===== src/rtl/lt_pkg.sv =====
package lt_pkg;

  typedef enum logic [2:0] {
    RA_CTRL  = 3'd0,
    RA_COUNT = 3'd1,
    RA_CMPA  = 3'd2,
    RA_CMPB  = 3'd3,
    RA_STAT  = 3'd4,
    RA_MASK  = 3'd5
  } lt_addr_e;

  localparam int NCAUSE     = 3;
  localparam int CAUSE_WRAP = 0;
  localparam int CAUSE_CMPA = 1;
  localparam int CAUSE_CMPB = 2;
  localparam int MISS_LSB   = 4;
  localparam int PSC_LSB    = 4;

endpackage


===== src/rtl/lt_prescaler.sv =====
module lt_prescaler #(
  parameter int PSC_W = 4
) (
  input  logic             clk,
  input  logic             rst_n,
  input  logic             run,
  input  logic             restart,
  input  logic             src_sel,
  input  logic             tick_rc,
  input  logic             tick_xo,
  input  logic [PSC_W-1:0] shift,
  output logic             step
);
  localparam int DIV_W = (1 << PSC_W) - 1;

  // True when the low n bits of div are all ones (n = 0 always true)
  function automatic logic low_bits_full(input logic [DIV_W-1:0] div,
                                         input logic [PSC_W-1:0] n);
    logic [DIV_W-1:0] msk;
    msk = ~({DIV_W{1'b1}} << n);
    return (div & msk) == msk;
  endfunction

  logic [DIV_W-1:0] div_q;
  logic             src_tick;

  assign src_tick = src_sel ? tick_xo : tick_rc;
  assign step     = run && src_tick && low_bits_full(div_q, shift);

  always_ff @(posedge clk or negedge rst_n) begin
    if (!rst_n)                div_q <= '0;
    else if (restart)          div_q <= '0;
    else if (run && src_tick)  div_q <= div_q + 1'b1;
  end
endmodule


===== src/rtl/lt_counter.sv =====
module lt_counter #(
  parameter int CNT_W = 16
) (
  input  logic                      clk,
  input  logic                      rst_n,
  input  logic                      step,
  input  logic                      load,
  input  logic [CNT_W-1:0]          load_val,
  input  logic [CNT_W-1:0]          cmp_a,
  input  logic [CNT_W-1:0]          cmp_b,
  output logic [CNT_W-1:0]          count,
  output logic [lt_pkg::NCAUSE-1:0] ev
);
  import lt_pkg::*;

  function automatic logic [CNT_W-1:0] next_val(input logic [CNT_W-1:0] v);
    return v + 1'b1;
  endfunction

  logic             advance;
  logic [CNT_W-1:0] nxt;

  assign advance = step && !load;
  assign nxt     = next_val(count);

  always_comb begin
    ev             = '0;
    ev[CAUSE_WRAP] = advance && (count == {CNT_W{1'b1}});
    ev[CAUSE_CMPA] = advance && (nxt == cmp_a);
    ev[CAUSE_CMPB] = advance && (nxt == cmp_b);
  end

  always_ff @(posedge clk or negedge rst_n) begin
    if (!rst_n)       count <= '0;
    else if (load)    count <= load_val;
    else if (advance) count <= nxt;
  end
endmodule


===== src/rtl/lt_cause_bank.sv =====
module lt_cause_bank #(
  parameter int NC = 3
) (
  input  logic          clk,
  input  logic          rst_n,
  input  logic [NC-1:0] ev,
  input  logic [NC-1:0] clr_flag,
  input  logic [NC-1:0] clr_miss,
  output logic [NC-1:0] flag,
  output logic [NC-1:0] miss
);
  for (genvar i = 0; i < NC; i++) begin : g_cause
    always_ff @(posedge clk or negedge rst_n) begin
      if (!rst_n) begin
        flag[i] <= 1'b0;
        miss[i] <= 1'b0;
      end else begin
        flag[i] <= (flag[i] && !clr_flag[i]) || ev[i];
        miss[i] <= (miss[i] && !clr_miss[i]) || (ev[i] && flag[i]);
      end
    end
  end
endmodule


===== src/rtl/lt_timer.sv =====
module lt_timer #(
  parameter int CNT_W = 16,
  parameter int PSC_W = 4
) (
  input  logic             clk,
  input  logic             rst_n,
  input  logic             tick_rc,
  input  logic             tick_xo,
  input  logic             bus_wr,
  input  logic [2:0]       bus_addr,
  input  logic [CNT_W-1:0] bus_wdata,
  output logic [CNT_W-1:0] bus_rdata,
  output logic             irq
);
  import lt_pkg::*;

  logic             en_q, src_q;
  logic [PSC_W-1:0] psc_q;
  logic [CNT_W-1:0] cmpa_q, cmpb_q, count_q;
  logic [NCAUSE-1:0] mask_q, flag, miss, ev;
  logic             wr_ctrl, wr_count, wr_cmpa, wr_cmpb, wr_stat, wr_mask;
  logic             restart, step;

  assign wr_ctrl  = bus_wr && (bus_addr == RA_CTRL);
  assign wr_count = bus_wr && (bus_addr == RA_COUNT);
  assign wr_cmpa  = bus_wr && (bus_addr == RA_CMPA);
  assign wr_cmpb  = bus_wr && (bus_addr == RA_CMPB);
  assign wr_stat  = bus_wr && (bus_addr == RA_STAT);
  assign wr_mask  = bus_wr && (bus_addr == RA_MASK);
  assign restart  = wr_ctrl && bus_wdata[0] && !en_q;

  always_ff @(posedge clk or negedge rst_n) begin
    if (!rst_n) begin
      en_q   <= 1'b0;
      src_q  <= 1'b0;
      psc_q  <= '0;
      cmpa_q <= '0;
      cmpb_q <= '0;
      mask_q <= '0;
    end else begin
      if (wr_ctrl) begin
        en_q  <= bus_wdata[0];
        src_q <= bus_wdata[1];
        psc_q <= bus_wdata[PSC_LSB +: PSC_W];
      end
      if (wr_cmpa) cmpa_q <= bus_wdata;
      if (wr_cmpb) cmpb_q <= bus_wdata;
      if (wr_mask) mask_q <= bus_wdata[NCAUSE-1:0];
    end
  end

  lt_prescaler #(.PSC_W(PSC_W)) i_psc (
    .clk(clk), .rst_n(rst_n), .run(en_q), .restart(restart),
    .src_sel(src_q), .tick_rc(tick_rc), .tick_xo(tick_xo),
    .shift(psc_q), .step(step)
  );

  lt_counter #(.CNT_W(CNT_W)) i_cnt (
    .clk(clk), .rst_n(rst_n), .step(step), .load(wr_count),
    .load_val(bus_wdata), .cmp_a(cmpa_q), .cmp_b(cmpb_q),
    .count(count_q), .ev(ev)
  );

  lt_cause_bank #(.NC(NCAUSE)) i_bank (
    .clk(clk), .rst_n(rst_n), .ev(ev),
    .clr_flag({NCAUSE{wr_stat}} & bus_wdata[NCAUSE-1:0]),
    .clr_miss({NCAUSE{wr_stat}} & bus_wdata[MISS_LSB +: NCAUSE]),
    .flag(flag), .miss(miss)
  );

  assign irq = |(flag & mask_q);

  always_comb begin
    bus_rdata = '0;
    case (bus_addr)
      RA_CTRL: begin
        bus_rdata[0]                 = en_q;
        bus_rdata[1]                 = src_q;
        bus_rdata[PSC_LSB +: PSC_W]  = psc_q;
      end
      RA_COUNT: bus_rdata = count_q;
      RA_CMPA:  bus_rdata = cmpa_q;
      RA_CMPB:  bus_rdata = cmpb_q;
      RA_STAT: begin
        bus_rdata[NCAUSE-1:0]          = flag;
        bus_rdata[MISS_LSB +: NCAUSE]  = miss;
      end
      RA_MASK:  bus_rdata[NCAUSE-1:0] = mask_q;
      default:  bus_rdata = '0;
    endcase
  end
endmodule


===== config.mk =====
export PLATFORM = sky130hd
export DESIGN_NAME = lt_timer
export DESIGN_NICKNAME = d
export VERILOG_FILES = /design/src/rtl/lt_pkg.sv /design/src/rtl/lt_prescaler.sv /design/src/rtl/lt_counter.sv /design/src/rtl/lt_cause_bank.sv /design/src/rtl/lt_timer.sv
export SDC_FILE = /design/constraint.sdc
export NUM_CORES = 1
export LEC_CHECK = 0
export ABC_CLOCK_PERIOD_IN_PS = 6900
export CAP_MARGIN = 20
export CORE_ASPECT_RATIO = 2
export CORE_MARGIN = 5
export CORE_UTILIZATION = 40
export CTS_CLUSTER_DIAMETER = 30
export DETAILED_ROUTE_END_ITERATION = 8
export PLACE_DENSITY = 0.65
export SLEW_MARGIN = 20
export SYNTH_ARGS = -nofsm -noshare
export SYNTH_HDL_FRONTEND = slang
export SYNTH_SLANG_ARGS = --single-unit

===== constraint.sdc =====
create_clock -name clk -period 6.9 [get_ports clk]
set_input_delay 1.38 -clock clk [delete_from_list [all_inputs] [get_ports clk]]
set_output_delay 1.38 -clock clk [all_outputs]
set_load 0.02 [all_outputs]

======== Word level (Yosys, flattened, before mapping) ========
Cells that the tools add are included.
word-level totals
  flip-flop bits (word level) ............. 78
  bits in latches ......................... 0
  memory bits (writable) .................. 0
  memory bits (read-only) ................. 0
  bits of input ports ..................... 24
  output and inout bits ................... 17
  logic and storage cells ................. 83
  memories ................................ 0
cells by class
  add/subtract/negate cells ............... 2
  $mul .................................... 0
  divide/modulo/power cells ............... 0
  magnitude comparators ................... 0
  equality and inequality tests ........... 9
  shift operators ......................... 1
  multiplexer cells ....................... 11
  bitwise gates (word level) .............. 5
  reductions and logical operators ........ 41
operators by type and width
  operator                                                               number
  16-bit equality test                                                   2
  16-bit 2-to-1 mux                                                      2
  15-bit 2-to-1 mux                                                      2
  8-bit case mux with 3 select lines                                     1
  1-bit logical AND                                                      23
  16-bit by 1-bit adder with 16-bit output, second input constant        1
  16-bit equality test, second input constant                            1
  15-bit by 1-bit adder with 15-bit output, second input constant        1
  15-bit AND                                                             1
  15-bit equality test                                                   1
  15-bit NOT                                                             1
  3-bit case mux with 5 select lines                                     1
  15-bit by 4-bit << shifter with 15-bit output, first input constant    1
  2-bit case mux with 6 select lines                                     1
  3-bit AND                                                              3
  1-bit logical NOT                                                      8
  3-bit by 2-bit equality test with 1-bit output, second input constant  2
  3-bit equality test, second input constant                             2
  1-bit logical OR                                                       6
  1-bit case mux with 5 select lines                                     1
  1-bit case mux with 4 select lines                                     1
  2-bit nonzero test                                                     2
  3-bit by 1-bit equality test with 1-bit output, second input constant  1
  3-bit logical NOT                                                      1
  3 further kinds                                                        3

======== Longest topological paths before layout ========
Gate-level depths: netlist of run 1.
  depth after elaboration ................. 9
  depth in mapped cells ................... 9
  mapped depth without buffers ............ 8

======== Cells and area by module ========
Synthesis of run 1 repeated with hierarchy kept, for this count alone.
second synthesis, totals
  cells, all modules ...................... 527
  area total of the unflattened synthesis .. 5,207.5 µm²
by module, submodules not included
  module         instances  cells each  area an instance (µm²)  sequential area each (µm²)
  lt_timer       1          174         2,247.2                 1,026.0
  lt_counter     1          222         1,754.2                 400.4
  lt_prescaler   1          110         984.7                   375.4
  lt_cause_bank  1          21          221.5                   150.1

======== Worst setup path before layout of run 1 ========
Ideal clock, no wire load.
  path type ............................... input to output
  start ................................... input port bus_addr[0]
  end ..................................... output port bus_rdata[1]
  data arrival time ....................... 2,859 ps
  required time ........................... 5,520 ps
  slack ................................... 2,661 ps
  cell stages on the path ................. 5
  buffers on the path ..................... 2
  cell sequence ........................... clkbuf_1 clkbuf_1 mux2i_1 o21a_1 a221oi_1
on the way
  word-level cells in the longest chain between the ends .. 2
  elaborated cells on any way between the ends .. 7
  those cells by class .................... eq/ne: 5; mux: 1; reduce/logical: 1
ends and longest elaborated chain
  what                                         line            source
  start: declaration                           lt_timer.sv:10  input logic [2:0] bus_addr,
  3-bit equality test (tied with other cells)  lt_timer.sv:75  case (bus_addr)
  2-bit case mux with 6 select lines (*)       lt_timer.sv:75
  end: declaration                             lt_timer.sv:12  output logic [CNT_W-1:0] bus_rdata,
Every way passes the cells marked *; elsewhere a longest branch is shown, timed or not.

======== Worst setup path after layout of run 1 ========
  start ................................... input port bus_addr[1]
  end ..................................... output port bus_rdata[11]
on the way
  word-level cells in the longest chain between the ends .. 2
  elaborated cells on any way between the ends .. 4
  those cells by class .................... eq/ne: 3; mux: 1
ends and longest elaborated chain
  what                                                                                                              line
  3-bit by 2-bit equality test with 1-bit output or 3-bit by 1-bit equality test with 1-bit output (tied branches)  lt_timer.sv:75
  8-bit case mux with 3 select lines (*)                                                                            lt_timer.sv:75
Marks and branches as above.

==> results of run 1 <==
-- cells in the mapped netlist (all sizes together), types with 3 or more instances --
master and instances:
inv 6, nor2 41, nand3 29, dfrtp 78, a2111oi 3, a221oi 4
xnor2 32, nor2b 7, nand2b 8, mux2i 11, a22oi 12, o21ai 25
nor4 5, buf 8, a21oi 10, mux2 52, clkbuf 29, nand2 46
or3 4, o211ai 3, or4 3, and2 3, and3 6, nor3 6
nand4 12, nand3b 5, xor2 34, o22ai 5
-- layout make-up --
| type | count | area (µm²) | share of cell area |
|---|---|---|---|
| sequential | 78 | 1950 | 0.337 |
| multi-input combinational | 396 | 2850 | 0.492 |
| tap | 150 | 188 | 0.0324 |
| clock inverter | 6 | 62.6 | 0.0108 |
| inverter | 6 | 22.5 | 0.00389 |
| clock buffer | 10 | 229 | 0.0395 |
| timing repair buffer | 49 | 493 | 0.0851 |
-- sequential cells by signal, summed over array words and instances, names as in the netlist --
signal,cells
i_bank.miss,3
cmpa_q,16
cmpb_q,16
mask_q,3
en_q,1
src_q,1
i_cnt.count,16
i_psc.div_q,15
psc_q,4
i_bank.flag,3
-- metrics by stage --
| step | hold slack, ns | std cells | worst slack, ns | total power (W) | area [µm²] |
|---|---|---|---|---|---|
| floorplan | 0.442 | 517 | 2.66 | 0.00105 | 5030 |
| global placement | 0.473 | 677 | 1.73 | 0.00119 | 5460 |
| detailed placement | 0.500 | 678 | 1.75 | 0.00120 | 5480 |
| CTS | 0.520 | 694 | 1.75 | 0.00168 | 5770 |
| global route | 0.550 | 695 | 1.67 | 0.00177 | 5800 |
| finish | 0.523 | 695 | 1.76 | 0.00167 | 5800 |
-- layer usage --
metal	GRT usage	part of all wire	vias up
met4	0.0907	0.042	0
met1	0.199	0.35	1931
met2	0.361	0.57	100
met5	0	0	-
li1	-	-	1899
met3	0.0307	0.032	34
-- worst max-delay path by stage --
stage	from	end	slack (ns)	cells past startpoint
after floorplan	bus_addr[0]	bus_rdata[1]	2.66	5
after global placement	bus_addr[1]	bus_rdata[11]	1.73	6
after detailed placement	bus_addr[1]	bus_rdata[11]	1.75	6
after CTS	bus_addr[1]	bus_rdata[11]	1.75	6
after global routing	bus_addr[1]	bus_rdata[11]	1.67	6
final	bus_addr[1]	bus_rdata[11]	1.76	6
-- critical path, stage by stage --
cell and delay, ns:
clkdlybuf4s50_1 0.40, buf_4 0.25, nor2b_1 0.69, a22oi_1 0.14
nor2_1 0.22, clkdlybuf4s50_1 0.65
-- cell families (layout without fill, tap and decap cells) --
family / Yosys count / after routing / share of synthesized area
xor gates and xnor gates: 66 / 66 / 0.115
DFF: 78 / 78 / 0.388
adders and majority gates: 2 / 2 / 0.00498
buffers and inverters: 43 / 71 / 0.0453
and+or+nand+nor: 184 / 184 / 0.194
AOI/OAI and AO/OA: 79 / 79 / 0.105
muxes: 65 / 65 / 0.147
-- power by group --
part           leakage, nW  internal (W)  total [W]  switching, W
logic                 1.18      0.000253   0.000501      0.000248
registers            0.976      0.000547   0.000700      0.000152
clock network        0.134      0.000279   0.000470      0.000192
==> results.cfg, run 1 <==
[critical_path]
worstPathRequired_ns = 5.52
path_class = in2out
cp-end-kind = output port
reg2reg_slack_ns = 3.66
start_kind = input port
worst-r2r-cell-count = 7
timing.rr.end = i_bank.miss[1]
crit_fanout = 28
crit_arrival_ns = 3.76
timing.rr.start = i_cnt.count[0]

[power_and_ir_drop]
power_leakage_nw = 2.29
ir_drop_v = 0.000228
power_density_nw_per_um2 = 288

[min_path]
holdPathEnd = i_bank.miss[0]
whs_path_depth = 1
hold_start = i_bank.miss[0]
min_path_type = reg2reg

[clock_network]
cts_tree = built
clkSinkCount = 78
cts_buffers = 9
hold_buffers = 0
post-cts-setup-buffer-count = 0
clkTransAtPathRegs_ns = 0.06
cts.repair.resized = 0
cts_htree_levels = 3
cts_root_buf = clkbuf_16
cts_max_path_buffers = 2
insertion_delay_ns = 0.34

[finish]
final_common_cell = dfrtp_1
syn_to_final_growth_pct = 15.3
drive_above_1_share = 0.156
post-route-util = 0.464
fillers = 1205
antenna_cells = 0
layout_common_cells = dfrtp_1 (78), mux2_2 (52), nand2_1 (46), nor2_1 (41), clkdlybuf4s50_1 (39)
nNetsFinal = 566

[logic_synthesis]
synth_top_area_frac = 0.388
ys_types = 60
ys_ff_latch = 78
yosysSeqAreaShare = 0.388
syn_area_per_cell_um2 = 9.73
syn_inst = 517
mappedNetlistArea_um2 = 5030
yosysTopAreaCell = dfrtp_1
syn_nets = 543
synth_edf_count = 0
async_reset_ff_frac = 1.00
yosys-top-cells-area = dfrtp_1 (39%), mux2_2 (12%), xor2_1 (5.9%), xnor2_1 (5.6%), nand2_1 (3.4%)
ys_warn_count = 0
synth_top_flop_cell = dfrtp_1

[detailed_routing]
vias = 3964
remaining_drc_errors = 0
drt-total-wl_um = 13700
detail_route.wl_per_cell_um = 19.8
antenna_left = 0
viasPerCell = 5.70
first_pass_iters = 5
drtIter0Drc = 291

[sta]
fin_crit_ns = 5.14
max_slew_margin = 0.382
hold_viol = 0
tightest_slew_ns = 0.923
finClkSkew_ns = 0.00696
timing.fmax_ghz = 0.195
rsz0062_at_grt = false
tns_ns = 0
final.period_utilization = 0.745
setup_violations = 0
drv_slew = 0

[grt]
grt_pass1_wl_um = 22100
grt.overflow.total = 0
grt_max_degree = 79
groute.usage.overall = 0.193
grt_pass1_vias = 4235
antenna_found_initial = 0

[floorplanning]
die_h_um = 169
row_count = 58
die_w_um = 89.3
top_level_ports = 41
start_util = 0.403
dieArea_um2 = 15000
core-area_um2 = 12500

[flow_run]
max_cap_viol_count = 0

[placed_design]
dpl.hpwl_um = 10200
gp_congestion = 0.896
io_buffers = 40

[outcome]
outcome = finished clean
No activity file was read; power rests on OpenSTA's default activity.
==> run 2: changes to the inputs <==
--- a/config.mk
+++ b/config.mk
@@ -5,7 +5,7 @@
 export SDC_FILE = /design/constraint.sdc
 export NUM_CORES = 1
 export LEC_CHECK = 0
-export ABC_CLOCK_PERIOD_IN_PS = 6900
+export ABC_CLOCK_PERIOD_IN_PS = 5400
 export CAP_MARGIN = 20
 export CORE_ASPECT_RATIO = 2
 export CORE_MARGIN = 5
==> constraint.sdc (replaced) <==
create_clock -name clk -period 5.4 [get_ports clk]
set_input_delay 1.08 -clock clk [delete_from_list [all_inputs] [get_ports clk]]
set_output_delay 1.08 -clock clk [all_outputs]
set_load 0.02 [all_outputs]
==> results.cfg, run 2 (synthesized netlist as in run 1, its figures left out) <==
[sta]
tns_ns = 0
drv_slew = 0
finClkSkew_ns = 0.00738
final.period_utilization = 0.869
max_slew_margin = 0.373
hold_viol = 0
fin_crit_ns = 4.69
tightest_slew_ns = 0.938
rsz0062_at_grt = false
timing.fmax_ghz = 0.213
setup_violations = 0

[detailed_routing]
antenna_left = 0
drt-total-wl_um = 13900
vias = 4034
remaining_drc_errors = 0
viasPerCell = 5.78
drtIter0Drc = 278
detail_route.wl_per_cell_um = 19.9
first_pass_iters = 4

[finish]
nNetsFinal = 570
reg.largest.list = cmpa_q x16, cmpb_q x16, i_cnt.count x16
final_cells = 698
multi_input_area_um2 = 2850
drive_above_1_share = 0.159
final_common_cell = dfrtp_1
layout_common_cells = dfrtp_1 (78), mux2_2 (52), nand2_1 (46), nor2_1 (41), clkdlybuf4s50_1 (39)
fillers = 1221
syn_to_final_growth_pct = 16.0
regArea_um2 = 1950
post-route-util = 0.467
antenna_cells = 0

[placed_design]
placedCellCount = 682
dpl.hpwl_um = 10500
gp_congestion = 0.950
io_buffers = 40

[critical_path]
path_class = in2out
crit_arrival_ns = 3.61
cpPeakStageDelay_ns = 1.08
critPathBufInv = 3
crit_fanout = 17
cp-end-kind = output port
reg2reg_slack_ns = 2.20
worstPathRequired_ns = 4.32
cpMostUsedCell = clkdlybuf4s50_1
slowest_stage = clkdlybuf4s50_1
crit_chain = clkdlybuf4s50_1 -> buf_4 -> nor2_1 -> a221oi_1 -> clkdlybuf4s50_1
start_kind = input port
cpLargestDelayFamily = buffers and inverters

[clock_network]
clkTransAtPathRegs_ns = 0.06
cts_buffers = 9
post-cts-setup-buffer-count = 0
cts_max_path_buffers = 2
cts.repair.resized = 0
cts_root_buf = clkbuf_16
cts_tree = built
clkSinkCount = 78
insertion_delay_ns = 0.34
hold_buffers = 0
cts_htree_levels = 3

[grt]
grt.overflow.total = 0
antenna_found_initial = 0
grt_pass1_wl_um = 22400
grt_pass1_vias = 4317
grt_max_degree = 79
groute.usage.overall = 0.195

[power_and_ir_drop]
power_leakage_nw = 2.31
ir_drop_v = 0.000334
power_density_nw_per_um2 = 373

[floorplanning]
die_h_um = 169
row_count = 58
die_w_um = 89.3
top_level_ports = 41
start_util = 0.403
dieArea_um2 = 15000
core-area_um2 = 12500

[min_path]
min_path_type = reg2reg

[outcome]
outcome = finished clean

[flow_run]
max_cap_viol_count = 0
## run 2: cell types whose count changed in the layout (fill, tap and decap cells not counted), sizes merged
cell	change
buf	+4
clkinvlp	-2
bufinv	+1
clkbuf	+1
clkinv	-1
## run 2: final cells by class
class / count / share of cell area
Sequential cell: 78 / 0.335
Clock inverter: 4 / 0.0124
Multi-Input combinational cell: 396 / 0.489
Tap cell: 150 / 0.0322
Clock buffer: 11 / 0.0399
Timing Repair Buffer: 53 / 0.0884
Inverter: 6 / 0.00386
## run 2: final timing paths
path	startpoint	end	depth (start not counted)
min in group asynchronous	rst_n	i_bank.flag[1]	1
setup reg to reg	i_cnt.count[0]	i_bank.miss[2]	8
hold / removal	i_bank.miss[2]	i_bank.miss[2]	2
max in group asynchronous	rst_n	cmpb_q[5]	2
hold reg to reg	i_bank.miss[2]	i_bank.miss[2]	2
setup / recovery	bus_addr[1]	bus_rdata[1]	5
## run 2: through the flow
stage	hold WS [ns]	total power, W	cell area, µm²	worst slack (ns)
3_5_place_dp	0.478	0.00154	5500	0.720
5_1_grt	0.524	0.00230	5830	0.560
3_3_place_gp	0.478	0.00153	5500	0.717
4_1_cts	0.501	0.00218	5800	0.723
6_report	0.497	0.00218	5830	0.706
2_1_floorplan	0.442	0.00134	5030	1.76
## run 2: routing by layer
| metal | wire (µm) | vias up | global-route usage |
|---|---|---|---|
| met5 | 0 | - | 0 |
| met4 | 607 | 0 | 0.110 |
| met3 | 475 | 38 | 0.0292 |
| met2 | 7910 | 108 | 0.355 |
| met1 | 4920 | 1989 | 0.204 |
| li1 | - | 1899 | - |
## run 2: power breakdown
| part | internal [W] | total, W | leakage, nW | switching (W) |
|---|---|---|---|---|
| logic | 0.000325 | 0.000647 | 1.19 | 0.000323 |
| clock network | 0.000401 | 0.000631 | 0.146 | 0.000230 |
| registers | 0.000700 | 0.000898 | 0.976 | 0.000198 |
| total | 0.00143 | 0.00218 | 2.31 | 0.000750 |
## run 2: worst register-to-register path: cells and delay by family, from the launching register on
kind	cells	cell delay [ns]
adder cells (fa/ha/maj)	1	0.33
AND/OR/NAND/NOR	4	1.15
flip-flops	1	0.60
AO/OA/AOI/OAI	2	0.84
XOR/XNOR	1	0.18
